==> src/rtl/irq_entry_pkg.sv <==
package irq_entry_pkg;
   // Which kind of source won the current boundary
   typedef enum logic [1:0] {
      PICK_NONE = 2'd0,
      PICK_MASKABLE = 2'd1,
      PICK_TRAP = 2'd2
   } pick_kind_e;
endpackage

==> src/rtl/irq_prio_pick.sv <==
module irq_prio_pick #(
   parameter int N = 8,
   parameter int VW = 4,
   parameter int IMPL = 0   // 0: priority loop, 1: lowest-bit isolation
) (
   input  logic [N-1:0]  req,
   output logic          any,
   output logic [N-1:0]  grant,
   output logic [VW-1:0] idx
);
   assign any = |req;

   generate
      if (IMPL == 0) begin : g_loop
         always_comb begin
            grant = '0;
            for (int i = N - 1; i >= 0; i--) begin
               if (req[i]) grant = N'(1) << i;
            end
         end
      end else begin : g_iso
         assign grant = req & (~req + N'(1));
      end
   endgenerate

   always_comb begin
      idx = '0;
      for (int i = 0; i < N; i++) begin
         if (grant[i]) idx = idx | VW'(i);
      end
   end
endmodule

==> src/rtl/irq_wake_eval.sv <==
module irq_wake_eval #(
   parameter int N = 8,
   parameter logic [N-1:0] HALT_CAP = '1
) (
   input  logic [N-1:0] req,
   input  logic         trap,
   input  logic         in_wait,
   input  logic         in_halt,
   output logic         wake
);
   logic wait_ev, halt_ev;
   // wait ends on any request; the mask bit plays no part
   assign wait_ev = (|req) | trap;
   // halt ends only on sources allowed to run the oscillator back up
   assign halt_ev = |(req & HALT_CAP);
   assign wake = (in_wait & wait_ev) | (in_halt & halt_ev);
endmodule

==> src/rtl/irq_entry_ctrl.sv <==
module irq_entry_ctrl #(
   parameter int NUM_SRC = 8,
   parameter logic [NUM_SRC-1:0] HALT_CAP = NUM_SRC'(8'h0F),
   parameter int PRIO_IMPL = 0,
   localparam int VEC_W = $clog2(NUM_SRC + 1)
) (
   input  logic               clk,
   input  logic               rst_n,
   input  logic [NUM_SRC-1:0] req_i,
   input  logic               trap_i,
   input  logic               mask_i,
   input  logic               instr_end_i,
   input  logic               iret_i,
   input  logic               in_wait_i,
   input  logic               in_halt_i,
   output logic               take_o,
   output logic [VEC_W-1:0]   vec_o,
   output logic               mask_set_o,
   output logic               mask_clr_o,
   output logic [NUM_SRC-1:0] ack_o,
   output logic               wake_o
);
   import irq_entry_pkg::*;

   localparam logic [VEC_W-1:0] TRAP_VEC = VEC_W'(NUM_SRC);

   if (NUM_SRC < 1 || NUM_SRC > 64) begin : g_bad_num
      $error("irq_entry_ctrl: NUM_SRC out of range");
   end
   if (PRIO_IMPL != 0 && PRIO_IMPL != 1) begin : g_bad_impl
      $error("irq_entry_ctrl: PRIO_IMPL must be 0 or 1");
   end

   logic               any_req;
   logic [NUM_SRC-1:0] grant;
   logic [VEC_W-1:0]   grant_idx;
   logic               wake_c;
   pick_kind_e         pick;

   irq_prio_pick #(.N(NUM_SRC), .VW(VEC_W), .IMPL(PRIO_IMPL)) u_pick (
      .req(req_i), .any(any_req), .grant(grant), .idx(grant_idx));

   irq_wake_eval #(.N(NUM_SRC), .HALT_CAP(HALT_CAP)) u_wake (
      .req(req_i), .trap(trap_i), .in_wait(in_wait_i),
      .in_halt(in_halt_i), .wake(wake_c));

   // Boundary decision: trap first, then maskable if the mask is clear
   always_comb begin
      pick = PICK_NONE;
      if (instr_end_i) begin
         if (trap_i) pick = PICK_TRAP;
         else if (any_req && !mask_i) pick = PICK_MASKABLE;
      end
   end

   always_ff @(posedge clk) begin
      if (!rst_n) begin
         take_o     <= 1'b0;
         vec_o      <= '0;
         mask_set_o <= 1'b0;
         mask_clr_o <= 1'b0;
         ack_o      <= '0;
         wake_o     <= 1'b0;
      end else begin
         take_o     <= (pick != PICK_NONE);
         mask_set_o <= (pick != PICK_NONE);
         mask_clr_o <= iret_i && (pick == PICK_NONE);
         wake_o     <= wake_c;
         case (pick)
            PICK_TRAP: begin
               vec_o <= TRAP_VEC;
               ack_o <= '0;
            end
            PICK_MASKABLE: begin
               vec_o <= grant_idx;
               ack_o <= grant;
            end
            default: begin
               vec_o <= '0;
               ack_o <= '0;
            end
         endcase
      end
   end

   // a masked boundary without trap enters nothing
   a_r2_mask_blocks: assert property (@(posedge clk) disable iff (!rst_n)
      (instr_end_i && !trap_i && mask_i) |=> !take_o);
   // entry only at an instruction boundary
   a_r1_boundary_only: assert property (@(posedge clk) disable iff (!rst_n)
      !instr_end_i |=> !take_o);
   // trap taken regardless of mask, with its own vector and mask set
   a_r6_trap_taken: assert property (@(posedge clk) disable iff (!rst_n)
      (instr_end_i && trap_i) |=> (take_o && mask_set_o && vec_o == TRAP_VEC && ack_o == '0));
   // a return with no entry clears the mask
   a_r4_iret_clear: assert property (@(posedge clk) disable iff (!rst_n)
      (iret_i && !instr_end_i) |=> mask_clr_o);
   // at most one source acknowledged, and only with an entry
   a_r5_ack_onehot: assert property (@(posedge clk) disable iff (!rst_n)
      $onehot0(ack_o) && ((ack_o != '0) -> take_o));
   // halt is not ended by sources lacking halt capability
   a_r8_halt_filter: assert property (@(posedge clk) disable iff (!rst_n)
      (in_halt_i && !in_wait_i && ((req_i & HALT_CAP) == '0)) |=> !wake_o);
   // wait ends on any request even with the mask set
   a_r7_wait_wake: assert property (@(posedge clk) disable iff (!rst_n)
      (in_wait_i && (req_i != '0)) |=> wake_o);
endmodule

==> config.mk <==
export PLATFORM = sky130hd
export DESIGN_NAME = irq_entry_ctrl
export DESIGN_NICKNAME = d
export VERILOG_FILES = /design/src/rtl/irq_entry_pkg.sv /design/src/rtl/irq_prio_pick.sv /design/src/rtl/irq_wake_eval.sv /design/src/rtl/irq_entry_ctrl.sv
export SDC_FILE = /design/constraint.sdc
export NUM_CORES = 1
export LEC_CHECK = 0
export ABC_CLOCK_PERIOD_IN_PS = 1300
export CORE_MARGIN = 2
export CORE_UTILIZATION = 35
export CTS_BUF_LIST = sky130_fd_sc_hd__clkbuf_8 sky130_fd_sc_hd__clkbuf_16
export CTS_CLUSTER_SIZE = 40
export DETAILED_ROUTE_END_ITERATION = 8
export PLACE_DENSITY = 0.74
export SLEW_MARGIN = 10
export SYNTH_ARGS = -nofsm -noshare
export SYNTH_HDL_FRONTEND = slang
export SYNTH_SLANG_ARGS = --single-unit
==> constraint.sdc <==
create_clock -name clk -period 1.3 [get_ports clk]
set_input_delay 0.26 -clock clk [delete_from_list [all_inputs] [get_ports clk]]
set_output_delay 0.26 -clock clk [all_outputs]
set_load 0.02 [all_outputs]
==> impl_metrics.tcl <==
set metrics [dict create \
    worstSetupPathType "in2reg" \
    ant_nets 0 \
    syn_area_per_cell_um2 10.9 \
    yosys_warnings 0 \
    slew_headroom_pct 81.5 \
    area_delta_synth_final_pct 85.4 \
    netlist_area_um2 557 \
    finalSetupViolations 0 \
    grt_overflow_total 0 \
    place_area_um2 970 \
    hp-class "in2reg" \
    place_congestion 0.714 \
    die_h_um 43.9 \
    final_cell_mix "dlygate4sd2_1 (16), dfxtp_1 (15), buf_4 (12)" \
    clkTransAtPathRegs_ns 0.06 \
    vias 548 \
    layout_commonest_cell "dlygate4sd2_1" \
    tritoncts.num_buffers 3 \
    crit_chain "clkdlybuf4s50_1, nor4_2, nand2_1, a21o_1" \
    die_w_um 43.9 \
    stdcell_count 113 \
    drt-met1-wl_um 551 \
    routed_wirelength_um 1350 \
    vias_per_cell 4.85 \
    powerDensity_nw_per_um2 951 \
    initial_core_util_pct 37.0 \
    maxCapViolCount 0 \
    drtPass1Iterations 4 \
    power_leakage_uw 0.000562 \
    holdPathEnd "vec_o[2]" \
    fmax_mhz 808 \
    port_buffers 31 \
    cts-root-buf "clkbuf_8" \
    synthCells 51 \
    synth-async-reset-ratio_pct 0 \
    rsz0062_at_grt "no" \
    first_global_vias 537 \
    ys.flop_type "dfxtp_1" \
    row_count 14 \
    wl_per_cell_um 12.0 \
    clk_path_buf_depth 2 \
    vdd_ir_drop_max_mv 0.648 \
    fin_crit_ns 1.24 \
    worstSetupEndpointType "register" \
    antenna_found_initial 0 \
    cp_data_required_time_ns 1.44 \
    tightest_slew_ns 0.275 \
    slowest_stage "clkdlybuf4s50_1" \
    start_kind "primary input" \
    clock_sinks 15 \
    route.detailed.drc 0 \
    status "finished, final reports clean" \
    stdcell_area_um2 1030 \
    final_nets 114 \
    crit_family "simple AND/OR/NAND/NOR gates" \
    min_path_cells 3 \
    cpPeakStageDelay_ns 0.45 \
    hold_viol 0 \
    drive_above_1_share_pct 25.8 \
    cp_num_buf_inv 1 \
    fin_setup_tns_ns 0 \
    io_pins 32 \
    wl_met3_um 91 \
    numPlacedInstances 109 \
    hold_buffers 0 \
    ys_ff_latch 15 \
    synthDistinctLibCells 28 \
    synth_top_area_cell "dfxtp_1" \
    hpwlAfterDp_um 1080 \
    power.total_uw 981 \
    period_share_pct 95.3 \
    synth_fp_nets 67 \
    grt_usage_pct 16.2 \
    dpl_worst_slack_ns -0.302 \
    arrival_ns 1.38 \
    seq_area_frac_synth_pct 53.9 \
    topRoutingLayerUsed "met4" \
    yosysTopAreaCellShare_pct 53.9 \
    wl_met2_um 679 \
    synth.area.top_cells "dfxtp_1 (54%), nor4_4 (3.8%), nor2_1 (2.7%)" \
    path_max_fanout 4 \
    grt_max_degree 9 \
    coreArea_um2 1510 \
    insertedDiodeCount 0 \
    synth_edf_count 0 \
    tritoncts "built" \
    setup_ws_ns 0.0617 \
    hold_start "req_i[5]" \
    dieArea_um2 1930 \
    drt_iter0_markers 5 \
    grt_pass1_wl_um 2210 \
    htreeDepth 1 \
    slew_viol_final 0 \
]
kinds of logic after synthesis:
family,Yosys count,synth area share (%)
flops,15,53.9
compound gates,8,10.8
buf+inv,4,3.37
simple gates,24,31.9
cells in the mapped netlist (all sizes together) (2+ instances only):
cell,number
and2,3
and3,2
nor3,2
dfxtp,15
nand2,3
inv,3
nor3b,2
nor4,3
nor2,4
final cells by class:
type,count,area [um2]
clock inverters,1,3.75
repair buffers,43,398
fillers,134,474
well taps,16,20.0
clock buffers,3,41.3
inverters,3,11.3
multi-input cells,32,258
flip-flops and latches,15,300
where the power goes:
part           internal [uW]  total (uW)  switching (uW)
Clock                    209         361             153
Sequential               469         471            2.28
Combinational           84.4         149            64.6
Total                    762         981             219
metal layers:
layer | vias to the layer above | GRT usage [%]
met1 | 247 | 17.6
li1 | 273 | -
met4 | 0 | 9.09
met5 | - | 0
met3 | 4 | 5.42
met2 | 24 | 27.4
how the worst max path moves through the flow:
stage | start | end | cells past startpoint
6_report | req_i[7] | mask_set_o | 4
5_1_grt | req_i[7] | mask_set_o | 4
4_1_cts | req_i[2] | mask_set_o | 4
3_5_place_dp | req_i[6] | mask_set_o | 4
3_3_place_gp | req_i[6] | mask_set_o | 4
2_1_floorplan | req_i[5] | mask_set_o | 3
sequential cells by signal, indices dropped and copies added, names as in the netlist:
name and cells:
vec_o 4, mask_clr_o 1, wake_o 1, ack_o 8, mask_set_o 1
through the flow:
stage | utilization [%] | hold slack, ns
global placement | 64.4 | 0.847
floorplan | - | 0.331
detailed placement | 64.4 | 0.861
global route | 68.5 | 0.330
CTS | 66.4 | 0.605
finish | 68.5 | 0.308
timing repair:
item | 4_1_cts | 5_1_grt
resized for setup | 17 | 9
setup endpoints to repair | 18 | 10
setup buffers | 0 | 0
pin swaps | 0 | 4
cloned | 0 | 0
Power figures use the tool's default switching activity.
